`config.mk`:
```
export PLATFORM = sky130hd
export DESIGN_NAME = trim_tx
export DESIGN_NICKNAME = d
export VERILOG_FILES = /design/src/rtl/trim_tx_pkg.sv /design/src/rtl/trim_tx_hold.sv /design/src/rtl/trim_tx_shreg.sv /design/src/rtl/trim_tx_blank.sv /design/src/rtl/trim_tx.sv
export SDC_FILE = /design/constraint.sdc
export NUM_CORES = 1
export LEC_CHECK = 0
export BUFFER_PORTS_ARGS = -buffer_cell sky130_fd_sc_hd__buf_2
export CAP_MARGIN = 25
export CORE_UTILIZATION = 38
export CTS_CLUSTER_DIAMETER = 150
export DETAILED_ROUTE_END_ITERATION = 8
export GPL_ROUTABILITY_DRIVEN = 0
export PLACE_DENSITY_LB_ADDON = 0.3
export SKIP_CTS_REPAIR_TIMING = 1
export SLEW_MARGIN = 30
export SYNTH_ARGS = -nofsm -noshare
export SYNTH_HDL_FRONTEND = slang
export SYNTH_SLANG_ARGS = --single-unit
```
`constraint.sdc`:
```
create_clock -name clk -period 1.95 [get_ports clk]
set_input_delay 0.2925 -clock clk [delete_from_list [all_inputs] [get_ports clk]]
set_output_delay 0.2925 -clock clk [all_outputs]
set_load 0.02 [all_outputs]
```
`src/rtl/trim_tx_pkg.sv`:
```
package trim_tx_pkg;
    typedef enum logic [1:0] {
        ST_OFF   = 2'd0,
        ST_IDLE  = 2'd1,
        ST_SHIFT = 2'd2
    } tx_state_e;
endpackage

```
`src/rtl/trim_tx_hold.sv`:
```
// One-entry holding buffer; a write in the same cycle as a take wins.
module trim_tx_hold #(
    parameter int DW = 8
) (
    input  logic          clk,
    input  logic          rst_n,
    input  logic          wr_en,
    input  logic [DW-1:0] wr_data,
    input  logic          wr_trim,
    input  logic          take,
    output logic          full,
    output logic [DW-1:0] data,
    output logic          trim
);
    always_ff @(posedge clk) begin
        if (!rst_n) begin
            full <= 1'b0;
            data <= '0;
            trim <= 1'b0;
        end else begin
            if (take) begin
                full <= 1'b0;
            end
            if (wr_en) begin
                full <= 1'b1;
                data <= wr_data;
                trim <= wr_trim;
            end
        end
    end
endmodule

```
`src/rtl/trim_tx_shreg.sv`:
```
// Shift register with bit counter and a tag marking a trimmed word.
module trim_tx_shreg #(
    parameter int DW = 8
) (
    input  logic          clk,
    input  logic          rst_n,
    input  logic          clear,
    input  logic          load,
    input  logic [DW-1:0] load_data,
    input  logic          load_tag,
    input  logic          adv,
    output logic          msb,
    output logic          last,
    output logic          tag
);
    localparam int CW = (DW > 1) ? $clog2(DW) : 1;

    logic [DW-1:0] sreg;
    logic [CW-1:0] cnt;

    always_ff @(posedge clk) begin
        if (!rst_n) begin
            sreg <= '0;
            cnt  <= '0;
            tag  <= 1'b0;
        end else if (clear) begin
            sreg <= '0;
            cnt  <= '0;
            tag  <= 1'b0;
        end else if (load) begin
            sreg <= load_data;
            cnt  <= '0;
            tag  <= load_tag;
        end else if (adv) begin
            sreg <= {sreg[DW-2:0], 1'b0};
            cnt  <= cnt + 1'b1;
        end
    end

    assign msb  = sreg[DW-1];
    assign last = (cnt == CW'(DW - 1));
endmodule

```
`src/rtl/trim_tx_blank.sv`:
```
// Prescaler counting shift clocks of a trimmed word; raises the mask on compare.
module trim_tx_blank #(
    parameter int PW = 4
) (
    input  logic          clk,
    input  logic          rst_n,
    input  logic          clear,
    input  logic          arm,
    input  logic [PW-1:0] cmp_in,
    input  logic          tick,
    output logic          mask
);
    logic          armed;
    logic [PW-1:0] cmp_q;
    logic [PW-1:0] pcnt;
    logic [PW-1:0] pnext;

    assign pnext = pcnt + 1'b1;

    always_ff @(posedge clk) begin
        if (!rst_n) begin
            armed <= 1'b0;
            cmp_q <= '0;
            pcnt  <= '0;
            mask  <= 1'b0;
        end else if (arm) begin
            armed <= 1'b1;
            cmp_q <= cmp_in;
            pcnt  <= '0;
            mask  <= (cmp_in == '0);
        end else if (clear) begin
            armed <= 1'b0;
            pcnt  <= '0;
            mask  <= 1'b0;
        end else if (tick && armed && !mask) begin
            pcnt <= pnext;
            if (pnext == cmp_q) begin
                mask <= 1'b1;
            end
        end
    end
endmodule

```
`src/rtl/trim_tx.sv`:
```
module trim_tx #(
    parameter int DW = 8,
    parameter int PW = 4
) (
    input  logic          clk,
    input  logic          rst_n,
    input  logic          wr_en,
    input  logic [DW-1:0] wr_data,
    input  logic          no_trim,
    input  logic          halt,
    input  logic [PW-1:0] cmp_val,
    input  logic          shift_en,
    output logic          sdata,
    output logic          mask,
    output logic          buf_empty,
    output logic          eot
);
    import trim_tx_pkg::*;

    tx_state_e state_q, state_d;

    logic          hold_full, hold_trim;
    logic [DW-1:0] hold_data;
    logic          sh_msb, sh_last, sh_tag;
    logic          adv, byte_end, finish, start, reload, load;
    logic          mask_clr, mask_arm;

    trim_tx_hold #(.DW(DW)) u_hold (
        .clk     (clk),
        .rst_n   (rst_n),
        .wr_en   (wr_en),
        .wr_data (wr_data),
        .wr_trim (~no_trim),
        .take    (load),
        .full    (hold_full),
        .data    (hold_data),
        .trim    (hold_trim)
    );

    trim_tx_shreg #(.DW(DW)) u_shreg (
        .clk       (clk),
        .rst_n     (rst_n),
        .clear     (halt),
        .load      (load),
        .load_data (hold_data),
        .load_tag  (hold_trim),
        .adv       (adv),
        .msb       (sh_msb),
        .last      (sh_last),
        .tag       (sh_tag)
    );

    trim_tx_blank #(.PW(PW)) u_blank (
        .clk    (clk),
        .rst_n  (rst_n),
        .clear  (mask_clr),
        .arm    (mask_arm),
        .cmp_in (cmp_val),
        .tick   (adv),
        .mask   (mask)
    );

    // Event decode
    assign adv      = (state_q == ST_SHIFT) && shift_en && !halt;
    assign byte_end = adv && sh_last;
    assign finish   = byte_end && (sh_tag || !hold_full);
    assign start    = (state_q == ST_IDLE) && !halt && hold_full;
    assign reload   = byte_end && !sh_tag && hold_full;
    assign load     = start || reload;
    assign mask_arm = load && hold_trim;
    assign mask_clr = halt || (start && !hold_trim);

    // State register
    always_ff @(posedge clk) begin
        if (!rst_n) begin
            state_q <= ST_OFF;
        end else begin
            state_q <= state_d;
        end
    end

    // Next state
    always_comb begin
        state_d = state_q;
        unique case (state_q)
            ST_OFF:   state_d = halt ? ST_OFF : ST_IDLE;
            ST_IDLE: begin
                if (halt)           state_d = ST_OFF;
                else if (hold_full) state_d = ST_SHIFT;
            end
            ST_SHIFT: begin
                if (halt)        state_d = ST_OFF;
                else if (finish) state_d = ST_IDLE;
            end
            default:  state_d = ST_OFF;
        endcase
    end

    // Outputs
    always_ff @(posedge clk) begin
        if (!rst_n) begin
            eot <= 1'b0;
        end else begin
            eot <= finish;
        end
    end

    assign sdata     = (state_q == ST_SHIFT) && !mask && sh_msb;
    assign buf_empty = !hold_full;
endmodule

```
Yosys cells after proc, flatten, opt, wreduce, memory -nomap -nowiden
Index checks and enable logic that the tools add are counted.

storage, ports and cells
  flip-flop bits (word level) = 35
  input port bits = 18
  word-level logic and storage cells = 72
  output and inout port bits = 4

operators by class
  $add $sub $neg = 2
  muxes and demuxes = 16
  reductions and logical operators = 34
  bitwise operators = 2
  equal/unequal tests = 6

operator list
  kind                                                              count
  8-bit two-way mux                                                 2
  1-bit logical AND                                                 14
  1-bit two-way mux                                                 9
  2-bit two-way mux                                                 4
  2-bit case mux with 3 select lines                                1
  2-bit nonzero test                                                3
  3-bit nonzero test                                                2
  3-bit OR reduction                                                2
  1-bit zero test                                                   5
  4-bit by 1-bit adder with 4-bit output (second input constant)    1
  4-bit == test                                                     1
  4-bit zero test                                                   1
  2-bit AND reduction                                               2
  3-bit by 1-bit adder with 3-bit output (second input constant)    1
  3-bit == test (second input constant)                             1
  1-bit logical OR                                                  3
  3-bit by 2-bit != test with 1-bit output (second input constant)  1
  3-bit != test (second input constant)                             1
  2-bit by 1-bit == test with 1-bit output (second input constant)  1
  2-bit == test (second input constant)                             1
  2-bit zero test                                                   1
  1-bit NOT                                                         2
  2-bit OR reduction                                                1

Depth between registers and ports, before layout
Gate-level depths: netlist of run 1.

  depth after elaboration = 10
  mapped depth = 6
  gate-level depth less buffers = 6

Modules after synthesis
A second synthesis of run 1 with hierarchy kept.

unflattened totals
  cells, all modules = 154
  area total of the unflattened synthesis = 1600.3 um^2

by module, submodules not included
  module         times used  seq. area each (um^2)  cells an instance  area an instance (um^2)
  trim_tx_shreg  1           240.2                  51                 540.5
  trim_tx_blank  1           200.2                  49                 483.0
  trim_tx_hold   1           200.2                  31                 371.6
  trim_tx        1           60.1                   23                 205.2

Worst setup path before layout of run 1
No wires, ideal clock.

  path kind = register to register
  start = register u_shreg.cnt[0]
  end = register u_blank.cmp_q[1]
  cell stages (with the launch flop) = 7
  clock period less this slack = 1.567 ns
  path slack = 0.383 ns
  path buffers = 0
  required time = 1.822 ns
  data arrival time = 1.440 ns
  library setup time = 0.128 ns
  cell sequence = dfxtp_1 > ha_1 > ha_1 > and4b_1 > a22oi_4 > mux2i_1 > nor2_1

between the ends
  longest elaborated chain between the ends = 6

ends and longest elaborated chain
  item                             RTL line             RTL
  from (decl)                      trim_tx_shreg.sv:19  logic [CW-1:0] cnt;
  from (signal assigned)           trim_tx_shreg.sv:36  cnt <= cnt + 1'b1;
  3-bit == test                    trim_tx_shreg.sv:41  assign last = (cnt == CW'(DW - 1));
  1-bit logical AND                trim_tx.sv:65        assign byte_end = adv && sh_last;
  1-bit logical AND (2 in series)  trim_tx.sv:68        assign reload = byte_end && !sh_tag && hold_full;
  1-bit logical OR                 trim_tx.sv:69        assign load = start || reload;
  1-bit logical AND                trim_tx.sv:70        assign mask_arm = load && hold_trim;
  to (signal assigned)             trim_tx_blank.sv:28  cmp_q <= cmp_in;
  to (decl)                        trim_tx_blank.sv:14  logic [PW-1:0] cmp_q;

No other way between the ends.
A chain may end at the register's enable or synchronous reset.

Final worst setup path of run 1
  start = register state_q[1]
  end = output port sdata

between the ends
  longest elaborated chain between the ends = 3

ends and longest elaborated chain
  item                             RTL line        RTL
  from (decl)                      trim_tx.sv:20   tx_state_e state_q, state_d;
  from (signal assigned)           trim_tx.sv:78   state_q <= state_d;
  2-bit == test                    trim_tx.sv:108  assign sdata = (state_q == ST_SHIFT) && !mask && sh_msb;
  1-bit logical AND (2 in series)  trim_tx.sv:108
  to (decl)                        trim_tx.sv:13   output logic sdata,

No other way between the ends.

==> results.py, run 1 <==
metrics = {
    "global_route": {
        "use_met3_pct": 6.38,
        "antenna_found_initial": 0,
        "grt_pass1_wl_um": 5160,
        "globalRouteMet1Util_pct": 18.9,
        "overflow": 0,
        "grt_use_total_pct": 16.3,
        "use_met2_pct": 25.6,
        "grt_max_degree": 19,
        "first_global_vias": 1130,
        "busiest_layer": "met2",
    },
    "critical_path": {
        "critical_path_required_ns": 1.66,
        "crit_type": "reg2out",
        "crit_start": "state_q[1]",
        "cp.arrival_ns": 1.47,
        "crit_fanout": 6,
        "regToRegStartpoint": "u_shreg.cnt[0]",
        "reg2reg_slack_ns": 0.21,
        "end_kind": "output port",
        "start_kind": "register",
    },
    "synth": {
        "avgSynthCellArea_sq_um": 9.88,
        "yosys.area.top_type": "dfxtp_1",
        "synth_area_sq_mm": 0.00155,
        "synth-edff-count": 0,
        "synth_area_leaders": "dfxtp_1 (45%), mux2i_1 (13%), nor2_1 (7.7%)",
        "synth-async-reset-ratio_pct": 0,
        "synth_fp_nets": 178,
        "ys_seq_area_share_pct": 45.2,
        "synth_seq_cells": 35,
        "synth_common_cells": "dfxtp_1 (35), nor2_1 (32), mux2i_1 (20)",
        "synth_ff_type": "dfxtp_1",
        "synth_top_cell_area_share_pct": 45.2,
        "synth_cell_types": 36,
        "netlist_instances": 157,
        "yosysMostFrequentCell": "dfxtp_1",
        "ys_warn_count": 0,
    },
    "floorplanning": {
        "die_h_um": 65.9,
        "io_pins": 22,
        "coreArea_sq_mm": 0.00380,
        "start_util_pct": 40.8,
        "dieWidth_um": 65.9,
        "dieArea_sq_mm": 0.00434,
        "row_count": 22,
    },
    "cells_and_area": {
        "layout.cells.non_filler": 229,
        "finalNetCount": 201,
        "syn2layout_area_growth_pct": 14.0,
        "diodes": 0,
        "utilization_pct": 46.5,
        "drive_gt1_share_pct": 18.2,
    },
    "clocking": {
        "htreeDepth": 2,
        "cts_made_buffers": 5,
        "clk_latency_ns": 0.29,
        "clk_pin_slew_worst_paths_ns": 0.07,
        "cts-root-buf": "clkbuf_8",
        "cts.sinks": 35,
        "cts_buffer_depth": 2,
        "tritoncts": "built",
    },
    "sta": {
        "worst_pin_slew_ns": 0.533,
        "slew_headroom_pct": 64.3,
        "report.final.slew_viol_count": 0,
        "max_freq_mhz": 567,
        "timing.hold.ws_ns": 0.192,
        "tns_ns": 0,
        "fin_crit_sh_pct": 90.4,
        "rsz0062_at_grt": "false",
        "finalSetupViolations": 0,
        "finalHoldViolations": 0,
        "finalClockSkew_ns": 0.00807,
        "min_period_ns": 1.76,
    },
    "place": {
        "port_buffers": 21,
        "dp_cells": 221,
        "hpwl_um": 2150,
    },
    "power_and_ir_drop": {
        "p_leak_nw": 0.756,
        "seqPwrFrac_pct": 56.2,
        "p_clk_share_pct": 37.3,
        "switching_share_pct": 22.9,
        "ir_worst_vdd_mv": 0.342,
        "combPwrFrac_pct": 6.5,
        "powerDensity_mw_per_mm2": 748,
        "p_switching_w": 0.000303,
        "internal_power_w": 0.00102,
    },
    "route": {
        "num_vias": 1160,
        "drtIter0Drc": 23,
        "wl_per_cell_um": 13.1,
        "vias_per_cell": 5.07,
        "drtPass1Iterations": 4,
        "drtAntennaViolNets": 0,
        "wirelength_um": 2990,
        "drc": 0,
    },
    "job": {
        "maxCapViolCount": 0,
    },
    "hold_path": {
        "worstHoldStart": "no_trim",
        "worstHoldPathType": "in2reg",
    },
    "status": {
        "status": "complete, no violations",
    },
}
-- metrics by stage --
| step | worst slack, ns | total power (W) | area, sq um |
|---|---|---|---|
| floorplan | 0.383 | 0.000811 | 1550 |
| global placement | 0.304 | 0.000841 | 1690 |
| detailed placement | 0.217 | 0.000845 | 1690 |
| CTS | 0.192 | 0.00134 | 1770 |
| global route | 0.0989 | 0.00138 | 1770 |
| finish | 0.186 | 0.00132 | 1770 |
-- worst max-delay path, cell delays in order (launching register included) --
cell and delay [ns]:
dfxtp_1 0.40, or3b_1 0.47, nor2_1 0.13, buf_2 0.17
-- registers in the layout, indices dropped and copies added (netlist names), 2 cells and up --
register       flops
u_hold.data        8
u_shreg.sreg       8
u_blank.cmp_q      4
u_blank.pcnt       4
u_shreg.cnt        3
state_q            2
-- path summary, 6_finish.rpt --
| check | cells after the start | to |
|---|---|---|
| min reg2reg | 2 | u_blank.armed |
| max | 3 | sdata |
| min | 2 | u_hold.trim |
| max reg2reg | 6 | u_blank.cmp_q[3] |
-- final cells by class --
cell class / instances / area (sq um)
Tap cell: 48 / 60.1
Multi-Input combinational cell: 109 / 783
Fill cell: 380 / 2030
Sequential cell: 35 / 701
Timing Repair Buffer: 23 / 120
Inverter: 6 / 22.5
Clock buffer: 7 / 76.3
Clock inverter: 1 / 5.00
-- power groups by stage --
stage                     combinational (W)  clock [W]  sequential (W)
after floorplan                   0.0000547          0        0.000756
after global placement            0.0000816          0        0.000759
after detailed placement          0.0000855          0        0.000760
after CTS                         0.0000861   0.000508        0.000744
after global routing              0.0000958   0.000540        0.000745
final                             0.0000854   0.000494        0.000744
-- layer usage --
layer,vias up,share of wire [%]
li1,593,-
met1,542,47
met2,20,47
met3,5,4.2
met4,0,2.4
met5,-,0
-- cells by family (layout without fill, tap and decap cells) --
group	after synthesis	after routing	synth area share [%]
fa+ha+maj	3	3	2.42
xor+xnor	10	10	5.65
simple gates	52	52	17.1
mux	20	20	12.9
compound gates	24	24	12.4
buf+inv	13	37	4.35
flops	35	35	45.2
-- cells in the final DEF (no fill, tap or decap) --
master     count
a211o_1        1
a211oi_1       8
a211oi_2       1
a21o_1         1
a21oi_1        7
a22oi_4        1
a2bb2oi_1      1
a31oi_1        1
a31oi_4        1
and3b_1        1
and4b_1        1
and4bb_1       1
and4bb_2       1
buf_2         21
buf_4          2
clkbuf_1       2
clkbuf_8       5
clkinv_1       1
clkinv_2       1
dfxtp_1       35
ha_1           3
inv_1          5
mux2i_1       20
nand2_1        1
nand2b_1       4
nand3_1        1
nand3b_1       3
nand4_1        1
nor2_1        32
nor2b_1        1
nor3_1         2
nor4_1         1
o21ai_1        1
o22ai_1        1
or3b_1         1
or4_1          1
xnor2_1        8
xor2_1         2
Note: power is estimated with default switching activity, not from simulation.
==> inputs of run 2 (changes only) <==
Clock period 1.95 ns to 1.7 ns, I/O delays scaled along.
==> run 2 against run 1 <==
Effect of this change:
- non-clock buffer count rose by 5
- sequential share of layout area fell by 2.0 points
- clock power rose by 55%
==> results.py, run 2 (synthesis results as in run 1) <==
metrics = {
    "sta": {
        "max_freq_mhz": 614,
        "finalSetupViolations": 0,
        "timing.hold.ws_ns": 0.157,
        "fin_crit_sh_pct": 95.8,
        "min_period_ns": 1.63,
        "report.final.slew_viol_count": 0,
        "finalHoldViolations": 0,
        "slew_headroom_pct": 77.8,
        "worst_pin_slew_ns": 0.331,
        "finalClockSkew_ns": 0.00257,
        "rsz0062_at_grt": "false",
    },
    "route": {
        "drtAntennaViolNets": 0,
        "num_vias": 1186,
        "wirelength_um": 3010,
        "wl_per_cell_um": 12.9,
        "drc": 0,
        "drtPass1Iterations": 4,
        "vias_per_cell": 5.07,
        "drtIter0Drc": 48,
    },
    "place": {
        "placed_area_sq_mm": 0.00173,
        "dp_cells": 225,
        "port_buffers": 21,
        "hpwl_um": 2190,
    },
    "clocking": {
        "cts-root-buf": "clkbuf_8",
        "clk_latency_ns": 0.28,
        "clk_pin_slew_worst_paths_ns": 0.07,
        "htreeDepth": 2,
        "cts_buffer_depth": 2,
        "tritoncts": "built",
        "cts_made_buffers": 5,
        "cts.sinks": 35,
    },
    "cells_and_area": {
        "syn2layout_area_growth_pct": 20.2,
        "diodes": 0,
        "utilization_pct": 49.1,
        "layout.cells.non_filler": 234,
        "fillCellCount": 350,
        "layout_common_cells": "dfxtp_1 (34), nor2_1 (32), buf_2 (21), mux2i_1 (20), xnor2_1 (8)",
        "layout_commonest_cell": "dfxtp_1",
        "reg_top3": "u_hold.data (8), u_shreg.sreg (8)",
        "drive_gt1_share_pct": 23.7,
        "final_cell_area_sq_mm": 0.00186,
        "finalNetCount": 206,
    },
    "floorplanning": {
        "dieWidth_um": 65.9,
        "io_pins": 22,
        "dieArea_sq_mm": 0.00434,
        "coreArea_sq_mm": 0.00380,
        "row_count": 22,
        "die_h_um": 65.9,
        "start_util_pct": 40.8,
    },
    "global_route": {
        "first_global_vias": 1139,
        "use_met2_pct": 24.9,
        "overflow": 0,
        "use_met3_pct": 4.83,
        "antenna_found_initial": 0,
        "busiest_layer": "met2",
        "grt_pass1_wl_um": 5020,
        "grt_max_degree": 19,
        "globalRouteMet1Util_pct": 19.2,
        "grt_use_total_pct": 15.6,
    },
    "critical_path": {
        "start_kind": "register",
        "crit_type": "reg2reg",
        "cp.arrival_ns": 1.80,
        "regToRegStartpoint": "u_shreg.cnt[0]",
        "crit_fanout": 7,
        "end_kind": "register",
        "critical_path_required_ns": 1.87,
        "crit_buf_inv": 0,
        "crit_chain": "ha_1 > ha_1 > and4b_2 > a22oi_4 > a2bb2oi_1 > a21oi_1",
        "critPathSlowestCell": "dfxtp_1",
        "crit_start": "u_shreg.cnt[0]",
        "critPathTopFamily": "compound AO/OA/AOI/OAI gates",
        "max_stage_delay_ns": 0.33,
        "cp_common_cell": "ha_1",
    },
    "power_and_ir_drop": {
        "p_leak_nw": 0.809,
        "powerDensity_mw_per_mm2": 924,
        "ir_worst_vdd_mv": 0.428,
    },
    "status": {
        "status": "complete, no violations",
    },
    "job": {
        "maxCapViolCount": 0,
    },
    "hold_path": {
        "worstHoldPathType": "in2reg",
        "worstHoldStart": "no_trim",
    },
}
run 2: cell types whose count changed in the layout (fill, tap and decap cells not counted), sizes merged:
cell    before  now
buf         23   28
bufinv       0    1
clkbuf       7    6
run 2: worst reg2reg max path, cell delays in order, from the launching register on:
cell and delay [ns]:
dfxtp_1 0.33, ha_1 0.20, ha_1 0.18, and4b_2 0.25
a22oi_4 0.26, a2bb2oi_1 0.21, a21oi_1 0.09
run 2: per-layer routing:
metal | part of all wire [%] | vias up
met5 | 0 | -
met4 | 1.9 | 0
met3 | 3.9 | 7
met2 | 47 | 23
met1 | 47 | 552
li1 | - | 604
run 2: final timing paths:
kind              endpoint  slack (ns)  cells past startpoint
max reg2reg   u_blank.mask        0.07                      6
min            u_hold.trim        0.16                      2
max           u_blank.mask        0.07                      6
min reg2reg  u_blank.armed        0.47                      2
run 2: area by class of cell:
type | instances | area, sq um | area share [%]
inverter | 6 | 22.5 | 1.21
clock buffer | 6 | 82.6 | 4.43
timing repair buffer | 28 | 170 | 9.13
tap | 48 | 60.1 | 3.22
multi-input combinational | 109 | 792 | 42.5
sequential | 35 | 702 | 37.7
clock inverter | 2 | 35.0 | 1.88
run 2: per-stage QoR:
step | total power, W | setup slack, ns | TNS, ns
2_1_floorplan | 0.000930 | 0.133 | 0
3_3_place_gp | 0.000969 | 0.136 | 0
3_5_place_dp | 0.000974 | 0.0787 | 0
4_1_cts | 0.00175 | -0.00826 | -0.00826
5_1_grt | 0.00179 | 0.00293 | 0
6_report | 0.00172 | 0.0712 | 0
run 2: power breakdown:
part | switching (W) | internal (W)
Sequential | 0.0000146 | 0.000839
Clock | 0.000294 | 0.000474
Combinational | 0.0000528 | 0.0000488
Total | 0.000361 | 0.00136
==> inputs of run 3 (changes only) <==
Settings changed: ABC_AREA from default to 1.
==> run 3 against run 2 <==
Effect of this change:
- register-to-register slack better by 0.17 ns
- die area is 4.0% higher
- synthesized cell count is 46% higher
- fmax is 12% higher
- wire length is 11% higher
- power is 1.7% higher
- clock skew is 0.0037 ns higher
- sequential share of layout area is 0.39 points lower
- utilization is 2.4 points lower
- global-route usage is 0.97 points higher
- critical path type unchanged
- largest power group unchanged
==> results.py, run 3 <==
metrics = {
    "status": {
        "status": "complete, no violations",
    },
    "hold_path": {
        "min_to": "u_hold.trim",
        "hold_depth": 2,
        "worstHoldStart": "no_trim",
        "worstHoldPathType": "in2reg",
    },
    "clocking": {
        "clk_pin_slew_worst_paths_ns": 0.07,
        "cts_buffer_depth": 2,
        "htreeDepth": 2,
        "cts-root-buf": "clkbuf_8",
        "tritoncts": "built",
        "clk_latency_ns": 0.29,
        "cts_made_buffers": 5,
        "cts.sinks": 35,
    },
    "cells_and_area": {
        "finalNetCount": 276,
        "diodes": 0,
        "drive_gt1_share_pct": 15.6,
        "syn2layout_area_growth_pct": 16.4,
        "layout_common_cells": "nand2_1 (51), nor2_1 (44), dfxtp_1 (35), inv_1 (27), o21ai_0 (24)",
        "reg_top3": "u_hold.data (8), u_shreg.sreg (8)",
        "layout_commonest_cell": "nand2_1",
    },
    "power_and_ir_drop": {
        "p_switching_w": 0.000392,
        "internal_power_w": 0.00136,
        "p_leak_nw": 0.833,
        "p_clk_share_pct": 44.5,
        "switching_share_pct": 22.4,
        "ir_worst_vdd_mv": 0.534,
        "powerDensity_mw_per_mm2": 931,
        "seqPwrFrac_pct": 49.1,
        "combPwrFrac_pct": 6.4,
    },
    "synth": {
        "netlist_instances": 229,
        "synth_area_sq_mm": 0.00162,
        "synth-edff-count": 0,
        "synth_seq_cells": 35,
        "synth_area_leaders": "dfxtp_1 (43%), nand2_1 (12%), nor2_1 (10%)",
        "avgSynthCellArea_sq_um": 7.05,
        "synth-async-reset-ratio_pct": 0,
        "synth_cell_types": 26,
        "yosysMostFrequentCell": "nand2_1",
        "ys_warn_count": 0,
        "synth_top_cell_area_share_pct": 43.4,
        "yosys.area.top_type": "dfxtp_1",
        "ys_seq_area_share_pct": 43.4,
        "synth_fp_nets": 250,
        "synth_common_cells": "nand2_1 (51), nor2_1 (44), dfxtp_1 (35)",
        "synth_ff_type": "dfxtp_1",
    },
    "floorplanning": {
        "die_h_um": 67.2,
        "coreArea_sq_mm": 0.00403,
        "dieWidth_um": 67.2,
        "start_util_pct": 40.1,
        "dieArea_sq_mm": 0.00452,
        "io_pins": 22,
        "row_count": 23,
    },
    "route": {
        "drtPass1Iterations": 4,
        "drc": 0,
        "drtIter0Drc": 69,
        "num_vias": 1444,
        "vias_per_cell": 4.72,
        "wl_per_cell_um": 10.9,
        "wirelength_um": 3350,
        "drtAntennaViolNets": 0,
    },
    "global_route": {
        "overflow": 0,
        "grt_use_total_pct": 16.6,
        "first_global_vias": 1196,
        "antenna_found_initial": 0,
        "grt_max_degree": 17,
        "grt_pass1_wl_um": 5350,
    },
    "sta": {
        "fin_crit_sh_pct": 85.7,
        "fin_ws_ns": 0.244,
        "rsz0062_at_grt": "false",
        "worst_pin_slew_ns": 0.466,
        "report.final.slew_viol_count": 0,
        "min_period_ns": 1.46,
        "finalHoldViolations": 0,
        "max_freq_mhz": 687,
        "finalClockSkew_ns": 0.00632,
        "tns_ns": 0,
        "slew_headroom_pct": 68.8,
        "finalSetupViolations": 0,
    },
    "critical_path": {
        "start_kind": "register",
        "crit_chain": "ha_1 > ha_1 > nand4_2 > nand2_4 > nand2_4 > inv_1 > nor2_1 > nor2_1",
        "critical_path_required_ns": 1.92,
        "crit_fanout": 13,
        "crit_type": "reg2reg",
        "reg2reg_slack_ns": 0.24,
        "critPathSlowestCell": "dfxtp_1",
        "reg2reg_depth": 8,
        "end_kind": "register",
        "max_stage_delay_ns": 0.35,
        "regToRegStartpoint": "u_shreg.cnt[0]",
        "cp.arrival_ns": 1.68,
        "rr_endpoint": "u_blank.cmp_q[2]",
    },
    "place": {
        "port_buffers": 21,
        "pre_cts_slack_ns": 0.275,
        "hpwl_um": 2490,
    },
    "job": {
        "maxCapViolCount": 0,
    },
}
[run 3: changes by cell type after synthesis, moves of 7 or more]
cell / before / now
nand2_1: 1 / 51
o21ai_0: 0 / 24
inv_1: 5 / 27
mux2i_1: 20 / 0
nor2_1: 32 / 44
a211oi_1: 8 / 0
xnor2_1: 8 / 1
[run 3: through the flow]
stage | std cells | utilization [%] | instance area [sq um] | power (W) | hold slack, ns
final | 306 | 46.7 | 1880 | 0.00175 | 0.140
after global routing | 306 | 46.7 | 1880 | 0.00182 | 0.130
after CTS | 306 | 46.7 | 1880 | 0.00178 | 0.129
after detailed placement | 298 | 43.8 | 1760 | 0.000991 | 0.437
after global placement | 298 | 43.8 | 1760 | 0.000990 | 0.432
after floorplan | 229 | - | 1620 | 0.000945 | 0.348
[run 3: kinds of logic (layout without fill, tap and decap cells)]
group | count (synthesis) | count (layout) | synth area share (%)
AND/OR/NAND/NOR | 116 | 116 | 31.9
AO/OA/AOI/OAI | 40 | 40 | 12.7
XOR/XNOR | 1 | 1 | 0.542
buffers and inverters | 34 | 61 | 9.14
adder cells (fa/ha/maj) | 3 | 3 | 2.32
flip-flops | 35 | 35 | 43.4
[run 3: power by group through the flow]
stage	Sequential, W	Combinational (W)	Clock (W)
2_1_floorplan	0.000875	0.0000703	0
3_3_place_gp	0.000879	0.000111	0
3_5_place_dp	0.000879	0.000112	0
4_1_cts	0.000860	0.000113	0.000803
5_1_grt	0.000863	0.000126	0.000828
6_report	0.000860	0.000112	0.000779
[run 3: routing by layer]
layer | up-vias | share of wire [%] | global-route usage, %
met4 | 0 | 2.3 | 9.31
met2 | 33 | 41 | 23.0
met3 | 6 | 4.5 | 5.07
met1 | 622 | 52 | 22.5
li1 | 783 | - | -
met5 | - | 0 | 0
[run 3: critical path, delay by kind of cell, from the launching register on]
family / cells / cell delay (ns)
flip-flops: 1 / 0.35
buffers and inverters: 1 / 0.13
adder cells (fa/ha/maj): 2 / 0.34
AND/OR/NAND/NOR: 5 / 0.56
[run 3: final cells by class]
type | instances | area, sq um
clock inverters | 2 | 35.0
well taps | 50 | 62.6
inverters | 30 | 113
repair buffers | 23 | 120
clock buffers | 6 | 82.6
multi-input cells | 160 | 767
fillers | 428 | 2150
flip-flops and latches | 35 | 701
[run 3: worst max path at each step]
stage | start | end | slack, ns | depth (start not counted)
after global routing | u_shreg.cnt[0] | u_blank.cmp_q[0] | 0.14 | 8
final | u_shreg.cnt[0] | u_blank.cmp_q[2] | 0.24 | 8
after global placement | u_shreg.cnt[0] | u_blank.cmp_q[3] | 0.31 | 7
after detailed placement | u_shreg.cnt[0] | u_shreg.sreg[4] | 0.28 | 7
after floorplan | u_blank.mask | sdata | 0.32 | 1
after CTS | u_shreg.cnt[0] | u_blank.cmp_q[2] | 0.25 | 8
